**src/rtl/lpc_tgt_pkg.sv**
```systemverilog
package lpc_tgt_pkg;

   localparam logic [3:0] NIB_START = 4'b0000;
   localparam logic [3:0] NIB_MRD   = 4'b0100;
   localparam logic [3:0] NIB_MWR   = 4'b0110;
   localparam logic [3:0] NIB_WAIT  = 4'b0101;
   localparam logic [3:0] NIB_RDY   = 4'b0000;
   localparam logic [3:0] NIB_TAR   = 4'b1111;
   localparam int         ADDR_NIB  = 8;

   typedef enum logic [3:0] {
      PH_IDLE,
      PH_ADDR,
      PH_WDATA,
      PH_HTAR,
      PH_SYNC_W,
      PH_SYNC_R,
      PH_RDATA,
      PH_TDRV,
      PH_TREL
   } phase_t;

endpackage

```
**src/rtl/lpc_tgt_start.sv**
```systemverilog
module lpc_tgt_start
   import lpc_tgt_pkg::*;
(
   input  logic       clk,
   input  logic       rst_n,
   input  logic       en,
   input  logic       frame_n_i,
   input  logic       ce_n_i,
   input  logic [3:0] lad_i,
   output logic       framing_o,
   output logic       launch_o
);

   logic       ce_q;
   logic       in_frame_q;
   logic       qual_q;
   logic [3:0] start_q;

   always_ff @(posedge clk) begin
      if (!rst_n) begin
         ce_q       <= 1'b1;
         in_frame_q <= 1'b0;
         qual_q     <= 1'b0;
         start_q    <= NIB_TAR;
      end else begin
         ce_q <= ce_n_i;
         if (!en) begin
            in_frame_q <= 1'b0;
         end else if (!frame_n_i) begin
            in_frame_q <= 1'b1;
            start_q    <= lad_i;
            qual_q     <= ~ce_q;
         end else begin
            in_frame_q <= 1'b0;
         end
      end
   end

   assign framing_o = en & ~frame_n_i;
   assign launch_o  = en & frame_n_i & in_frame_q & qual_q & (start_q == NIB_START);

   // a launch is only seen right after a frame-low sample
   a_r1_launch_after_frame : assert property (@(posedge clk) disable iff (!rst_n)
      launch_o |-> !$past(frame_n_i));

   // chip enable was low on the edge before the start clock
   a_r2_ce_before_start : assert property (@(posedge clk) disable iff (!rst_n)
      launch_o |-> !$past(ce_n_i, 2));

endmodule

```
**src/rtl/lpc_tgt_addr.sv**
```systemverilog
module lpc_tgt_addr
   import lpc_tgt_pkg::*;
#(
   parameter int ADDR_W   = 19,
   parameter int ID_W     = 4,
   parameter int ID_LSB   = 19,
   parameter bit CHECK_ID = 1'b1
) (
   input  logic              clk,
   input  logic              rst_n,
   input  logic              shift_en,
   input  logic [3:0]        lad_i,
   input  logic [ID_W-1:0]   dev_id_i,
   output logic [ADDR_W-1:0] addr_o,
   output logic              space_o,
   output logic              hit_o
);

   localparam int SH_W = 4 * (ADDR_NIB - 1);

   logic [SH_W-1:0] sh_q;
   logic [31:0]     full;
   logic            prefix_ok;
   logic            id_ok;

   initial begin
      assert (ID_LSB + ID_W <= 23) else $fatal(1, "device-ID field overlaps space bit");
      assert (ADDR_W <= ID_LSB)    else $fatal(1, "address overlaps device-ID field");
   end

   always_ff @(posedge clk) begin
      if (!rst_n) sh_q <= '0;
      else if (shift_en) sh_q <= {sh_q[SH_W-5:0], lad_i};
   end

   assign full      = {sh_q, lad_i};
   assign prefix_ok = (&full[31:24]) | ~(|full[31:24]);
   assign addr_o    = full[ADDR_W-1:0];
   assign space_o   = full[23];

   generate
      if (CHECK_ID) begin : g_id_chk
         assign id_ok = (full[ID_LSB +: ID_W] == dev_id_i);
      end else begin : g_id_any
         assign id_ok = 1'b1;
      end
   endgenerate

   assign hit_o = prefix_ok & id_ok;

endmodule

```
**src/rtl/lpc_tgt_fsm.sv**
```systemverilog
module lpc_tgt_fsm
   import lpc_tgt_pkg::*;
#(
   parameter int ADDR_W = 19,
   parameter int DATA_W = 8
) (
   input  logic              clk,
   input  logic              rst_n,
   input  logic              en,
   input  logic              framing,
   input  logic              launch,
   input  logic [3:0]        lad_i,
   input  logic              hit,
   input  logic              space,
   input  logic [ADDR_W-1:0] addr_in,
   input  logic              mem_ready_i,
   input  logic [DATA_W-1:0] mem_rdata_i,
   output logic              addr_shift,
   output logic [3:0]        lad_o,
   output logic              lad_oe_o,
   output logic              mem_req_o,
   output logic              mem_we_o,
   output logic              mem_space_o,
   output logic [ADDR_W-1:0] mem_addr_o,
   output logic [DATA_W-1:0] mem_wdata_o
);

   localparam int DATA_NIB = DATA_W / 4;
   localparam int CNT_MAX  = (DATA_NIB > ADDR_NIB) ? DATA_NIB : ADDR_NIB;
   localparam int CNT_W    = $clog2(CNT_MAX);
   localparam logic [CNT_W-1:0] LAST_ADDR = CNT_W'(ADDR_NIB - 1);
   localparam logic [CNT_W-1:0] LAST_DATA = CNT_W'(DATA_NIB - 1);
   localparam logic [CNT_W-1:0] LAST_HTAR = CNT_W'(1);

   initial begin
      assert (DATA_W % 4 == 0) else $fatal(1, "data width must be whole nibbles");
      assert (DATA_W >= 8)     else $fatal(1, "data width below one byte");
   end

   phase_t            ph;
   logic [CNT_W-1:0]  cnt;
   logic              is_wr;
   logic              space_q;
   logic [ADDR_W-1:0] addr_q;
   logic [DATA_W-1:0] wdata_q;
   logic [DATA_W-1:0] rdata_q;
   logic              live;

   assign live = en & ~framing;

   always_ff @(posedge clk) begin
      if (!rst_n) begin
         ph      <= PH_IDLE;
         cnt     <= '0;
         is_wr   <= 1'b0;
         space_q <= 1'b0;
         addr_q  <= '0;
         wdata_q <= '0;
         rdata_q <= '0;
      end else if (!live) begin
         ph  <= PH_IDLE;
         cnt <= '0;
      end else begin
         case (ph)
            PH_IDLE: begin
               if (launch && (lad_i == NIB_MRD || lad_i == NIB_MWR)) begin
                  ph    <= PH_ADDR;
                  cnt   <= '0;
                  is_wr <= (lad_i == NIB_MWR);
               end
            end
            PH_ADDR: begin
               cnt <= cnt + 1'b1;
               if (cnt == LAST_ADDR) begin
                  cnt <= '0;
                  if (hit) begin
                     addr_q  <= addr_in;
                     space_q <= space;
                     ph      <= is_wr ? PH_WDATA : PH_HTAR;
                  end else begin
                     ph <= PH_IDLE;
                  end
               end
            end
            PH_WDATA: begin
               wdata_q <= {lad_i, wdata_q[DATA_W-1:4]};
               cnt     <= cnt + 1'b1;
               if (cnt == LAST_DATA) begin
                  cnt <= '0;
                  ph  <= PH_HTAR;
               end
            end
            PH_HTAR: begin
               cnt <= cnt + 1'b1;
               if (cnt == LAST_HTAR) begin
                  cnt <= '0;
                  ph  <= PH_SYNC_W;
               end
            end
            PH_SYNC_W: begin
               if (mem_ready_i) begin
                  ph <= PH_SYNC_R;
                  if (!is_wr) rdata_q <= mem_rdata_i;
               end
            end
            PH_SYNC_R: begin
               cnt <= '0;
               ph  <= is_wr ? PH_TDRV : PH_RDATA;
            end
            PH_RDATA: begin
               rdata_q <= rdata_q >> 4;
               cnt     <= cnt + 1'b1;
               if (cnt == LAST_DATA) begin
                  cnt <= '0;
                  ph  <= PH_TDRV;
               end
            end
            PH_TDRV: ph <= PH_TREL;
            PH_TREL: ph <= PH_IDLE;
            default: ph <= PH_IDLE;
         endcase
      end
   end

   always_comb begin
      lad_oe_o = 1'b0;
      lad_o    = NIB_TAR;
      case (ph)
         PH_SYNC_W: begin lad_oe_o = 1'b1; lad_o = NIB_WAIT;     end
         PH_SYNC_R: begin lad_oe_o = 1'b1; lad_o = NIB_RDY;      end
         PH_RDATA:  begin lad_oe_o = 1'b1; lad_o = rdata_q[3:0]; end
         PH_TDRV:   begin lad_oe_o = 1'b1; lad_o = NIB_TAR;      end
         default:   begin lad_oe_o = 1'b0; lad_o = NIB_TAR;      end
      endcase
   end

   assign addr_shift  = live & (ph == PH_ADDR);
   assign mem_req_o   = (ph == PH_SYNC_W);
   assign mem_we_o    = is_wr;
   assign mem_space_o = space_q;
   assign mem_addr_o  = addr_q;
   assign mem_wdata_o = wdata_q;

   // abort releases the bus and drops the request
   a_r11_abort_release : assert property (@(posedge clk) disable iff (!rst_n)
      framing |=> !lad_oe_o && !mem_req_o);

   // a pending request holds its fields until ready
   a_r8_req_hold : assert property (@(posedge clk) disable iff (!rst_n)
      (mem_req_o && !mem_ready_i && live) |=>
         mem_req_o && $stable(mem_addr_o) && $stable(mem_we_o) && $stable(mem_wdata_o));

   // ready is answered with the ready nibble and the request drops
   a_r8_ready_nibble : assert property (@(posedge clk) disable iff (!rst_n)
      (mem_req_o && mem_ready_i && live) |=>
         lad_oe_o && (lad_o == NIB_RDY) && !mem_req_o);

   // after the turnaround nibble the bus is released
   a_r10_tar_release : assert property (@(posedge clk) disable iff (!rst_n)
      (ph == PH_TDRV) |=> !lad_oe_o);

endmodule

```
**src/rtl/lpc_mem_target.sv**
```systemverilog
module lpc_mem_target
   import lpc_tgt_pkg::*;
#(
   parameter int ADDR_W   = 19,
   parameter int DATA_W   = 8,
   parameter int ID_W     = 4,
   parameter int ID_LSB   = 19,
   parameter bit CHECK_ID = 1'b1
) (
   input  logic              clk,
   input  logic              rst_n,
   input  logic              pp_mode_i,
   input  logic              ce_n_i,
   input  logic              frame_n_i,
   input  logic [3:0]        lad_i,
   output logic [3:0]        lad_o,
   output logic              lad_oe_o,
   input  logic [ID_W-1:0]   dev_id_i,
   output logic              mem_req_o,
   output logic              mem_we_o,
   output logic              mem_space_o,
   output logic [ADDR_W-1:0] mem_addr_o,
   output logic [DATA_W-1:0] mem_wdata_o,
   input  logic [DATA_W-1:0] mem_rdata_i,
   input  logic              mem_ready_i
);

   logic              en;
   logic              framing;
   logic              launch;
   logic              addr_shift;
   logic              hit;
   logic              space;
   logic [ADDR_W-1:0] addr_dec;

   assign en = ~pp_mode_i;

   lpc_tgt_start u_start (
      .clk       (clk),
      .rst_n     (rst_n),
      .en        (en),
      .frame_n_i (frame_n_i),
      .ce_n_i    (ce_n_i),
      .lad_i     (lad_i),
      .framing_o (framing),
      .launch_o  (launch)
   );

   lpc_tgt_addr #(
      .ADDR_W   (ADDR_W),
      .ID_W     (ID_W),
      .ID_LSB   (ID_LSB),
      .CHECK_ID (CHECK_ID)
   ) u_addr (
      .clk      (clk),
      .rst_n    (rst_n),
      .shift_en (addr_shift),
      .lad_i    (lad_i),
      .dev_id_i (dev_id_i),
      .addr_o   (addr_dec),
      .space_o  (space),
      .hit_o    (hit)
   );

   lpc_tgt_fsm #(
      .ADDR_W (ADDR_W),
      .DATA_W (DATA_W)
   ) u_fsm (
      .clk         (clk),
      .rst_n       (rst_n),
      .en          (en),
      .framing     (framing),
      .launch      (launch),
      .lad_i       (lad_i),
      .hit         (hit),
      .space       (space),
      .addr_in     (addr_dec),
      .mem_ready_i (mem_ready_i),
      .mem_rdata_i (mem_rdata_i),
      .addr_shift  (addr_shift),
      .lad_o       (lad_o),
      .lad_oe_o    (lad_oe_o),
      .mem_req_o   (mem_req_o),
      .mem_we_o    (mem_we_o),
      .mem_space_o (mem_space_o),
      .mem_addr_o  (mem_addr_o),
      .mem_wdata_o (mem_wdata_o)
   );

   // programming mode keeps the bus and storage port quiet
   a_r12_pp_quiet : assert property (@(posedge clk) disable iff (!rst_n)
      pp_mode_i |=> !lad_oe_o && !mem_req_o);

endmodule

```
**config.mk**
```make
export PLATFORM = sky130hd
export DESIGN_NAME = lpc_mem_target
export DESIGN_NICKNAME = d
export VERILOG_FILES = /design/src/rtl/lpc_tgt_pkg.sv /design/src/rtl/lpc_tgt_start.sv /design/src/rtl/lpc_tgt_addr.sv /design/src/rtl/lpc_tgt_fsm.sv /design/src/rtl/lpc_mem_target.sv
export SDC_FILE = /design/constraint.sdc
export NUM_CORES = 1
export LEC_CHECK = 0
export CAP_MARGIN = 20
export CORE_MARGIN = 2
export CORE_UTILIZATION = 60
export DETAILED_ROUTE_END_ITERATION = 8
export DONT_BUFFER_PORTS = 1
export GPL_ROUTABILITY_DRIVEN = 0
export PLACE_DENSITY_LB_ADDON = 0.2
export SLEW_MARGIN = 40
export SYNTH_ARGS = -nofsm -noshare
export SYNTH_HDL_FRONTEND = slang
export SYNTH_SLANG_ARGS = --single-unit
export TNS_END_PERCENT = 50
```
**constraint.sdc**
```tcl
create_clock -name clk -period 2.99 [get_ports clk]
set_clock_uncertainty 0.1 [all_clocks]
set_input_delay 0.299 -clock clk [delete_from_list [all_inputs] [get_ports clk]]
set_output_delay 0.299 -clock clk [all_outputs]
set_load 0.01 [all_outputs]
```
==> reports/metrics.yaml <==
drt-wirelength-per-cell_um: 14.7
avgSynthCellArea_um2: 8.82
port_buffers: 0
area_fraction_of_the_dominant_cell_type_after_synthesis_pct: 48.5
overflow: 0
slew-limit-headroom_pct: 48.5
vias_per_cell: 5.60
via_count: 2542
worst-endpoint-required_ns: 3.11
end_kind: "register"
die_width_um: 77.7
final_common_cell: "sky130_fd_sc_hd__nand2_1"
timing.setup.critical_path_class: "reg2reg"
hold_path_class: "in2reg"
dpl-instance-area_um2: 3290
grt_antenna_before_repair: 0
drt_first_iter_violations: 117
synth.yosys.warnings: 0
syn-cell-area_um2: 3260
cells_after_synthesis: 370
power.share.clock_pct: 42.2
postSynthRegisterBits: 79
hold_slack_ns: 0.00912
first_global_vias: 2397
fill_cells: 417
timing.critical_path.arrival_ns: 2.31
floorplan.core_area_um2: 5170
finalNonFillerCells: 454
placementRows: 26
total_track_usage_pct: 22.9
top_level_ports: 57
initial_core_util_pct: 63.1
cts_root_buffer: "sky130_fd_sc_hd__clkbuf_8"
internal-power_mw: 1.49
synth_nets: 395
postCtsResizedCells: 0
tritoncts: "yes"
cts.sinks: 79
timing_worst_slew_pin_value_ns: 0.770
crit_path_max_fanout: 20
synth_async_sr_flop_share_pct: 0
placed_cells_incl_taps: 425
syn_to_final_growth_pct: 11.0
design.die.area_um2: 6040
finalCritPeriodShare_pct: 73.3
grt_setup_unrepaired: "no"
fin_area_um2: 3620
postCtsSetupRepairBufs: 0
p_leak_nw: 1.50
post-synth-top-area-cell: "sky130_fd_sc_hd__dfxtp_1"
place.detailed.hpwl_um: 4300
number_of_enable_flip_flop_cells_after_synthesis: 0
maxSlewViolCount: 0
report.final.hold_viol_count: 0
antennaDiodeCount: 0
power.density_nw_per_um2: 532
maxCapViolations: 0
outcome: "complete, no violations"
first_pass_iters: 4
setup-violations-final: 0
ant_nets: 0
final_nets: 404
h-tree-depth: 3
yosys_most_used_dff: "sky130_fd_sc_hd__dfxtp_1"
final_layout_size_suffix_gt1_share_pct: 6.77
cts.clk_slew.worst_paths_ns: 0.08
layout.cells.most_common_list: "sky130_fd_sc_hd__nand2_1, sky130_fd_sc_hd__dfxtp_1, sky130_fd_sc_hd__nor2_1"
post_synth_main_area_contributors: "sky130_fd_sc_hd__dfxtp_1, sky130_fd_sc_hd__nand2_1, sky130_fd_sc_hd__mux2i_1, sky130_fd_sc_hd__nor2_1, sky130_fd_sc_hd__a21boi_0"
pin_count_of_the_biggest_net_entering_global_routing: 45
seq_power_share_pct: 55.0
seq_area_frac_synth_pct: 48.5
power.combinational.fraction_pct: 2.8
power.share.switching_pct: 22.5
drc_errors: 0
worst_skew_pair.late_latency_ns: 0.34
fp.dieH_um: 77.7
clock_path_buffers: 2
power.switching_mw: 0.433
vdd_drop_max_v: 0.000377
number_of_clock_buffers_inserted_by_tritoncts: 9
finalWorstPathRequiredPeriod_ns: 2.19
synthDistinctLibCells: 41
wire_length_of_the_first_global_routing_pass_um: 11100
setup.worst_path.start_class: "register"
fin_tns_setup_ns: 0
fmax_achieved_mhz: 456
drt_wl_total_um: 6660
-- critical path: stages (launching register included) --
cell and delay (ns):
sky130_fd_sc_hd__dfxtp_1 0.57, sky130_fd_sc_hd__or4b_4 0.54, sky130_fd_sc_hd__nor3_4 0.21, sky130_fd_sc_hd__o2111ai_2 0.13
sky130_fd_sc_hd__buf_4 0.27, sky130_fd_sc_hd__mux2i_1 0.19, sky130_fd_sc_hd__nor2_1 0.06
-- routing by layer --
metal	share of wire [%]	wire length [um]	vias to the layer above	global-route usage [%]
li1	-	-	1284	-
met1	45	3000	1187	29.2
met2	48	3170	61	37.2
met3	5.7	379	10	5.58
met4	1.7	112	0	9.11
met5	0	0	-	0
-- Yosys cell counts, drive strengths merged, types with 5 or more instances --
cell,count
a21boi,15
a21oi,19
and2,5
buf,9
clkbuf,10
dfxtp,79
mux2i,29
nand2,82
nand3,11
nor2,41
nor2b,7
nor3,6
o211ai,5
o21ai,8
-- metrics by stage --
stage          total power [mW]  util, %  setup WS [ns]
6_report                   1.93     70.0          0.799
5_1_grt                    1.99     70.0          0.641
4_1_cts                    1.94     69.8          0.793
3_5_place_dp               1.12     63.5          0.798
3_3_place_gp               1.12     63.5          0.873
2_1_floorplan              1.11        -           1.10
-- final timing paths --
check,to,slack (ns),startpoint,cells after the start
max,u_fsm.mem_addr_o[13],0.80,u_fsm.ph[0],6
min,u_addr.sh_q[21],0.009,rst_n,1
max reg2reg,u_fsm.mem_addr_o[13],0.80,u_fsm.ph[0],6
min reg2reg,u_addr.sh_q[14],0.37,u_addr.sh_q[10],2
-- sequential cells by signal, indices dropped and copies added (netlist names) --
signal and count:
u_start.ce_q 1, u_fsm.cnt 3, u_fsm.mem_wdata_o 8, u_fsm.rdata_q 8, u_start.start_q 4, u_fsm.mem_space_o 1
u_start.qual_q 1, u_fsm.ph 4, u_addr.sh_q 28, u_start.in_frame_q 1, u_fsm.mem_we_o 1, u_fsm.mem_addr_o 19
-- cells by family (layout without fill, tap and decap cells) --
group                      after synthesis  in the layout  synth area share, %
and+or+nand+nor                        171            171                 23.9
xor gates and xnor gates                 4              4                 1.07
DFF                                     79             79                 48.5
buffers and inverters                   23             37                 3.76
muxes                                   29             29                 8.90
AOI/OAI and AO/OA                       61             61                 12.8
adders and majority gates                3              3                 1.15
-- power by group through the flow --
stage	sequential (mW)	clock [mW]	combinational, mW
after global placement	1.08	0	0.0323
after floorplan	1.08	0	0.0317
after detailed placement	1.08	0	0.0327
after CTS	1.06	0.828	0.0523
final	1.06	0.813	0.0543
after global routing	1.06	0.871	0.0599
-- layout make-up --
cell class,instances,area (um2),share of cell area (%)
Multi-Input combinational cell,268,1560,43.0
Tap cell,70,87.6,2.42
Sequential cell,79,1580,43.7
Timing Repair Buffer,17,173,4.77
Inverter,4,15.0,0.415
Clock inverter,6,68.8,1.90
Clock buffer,10,138,3.80
-- timing repair --
item / CTS / global route
endpoints found under the setup margin: 0 / 0
hold buffers: 12 / 1
hold endpoints to repair: 32 / 1
Power figures use the tool's default switching activity.
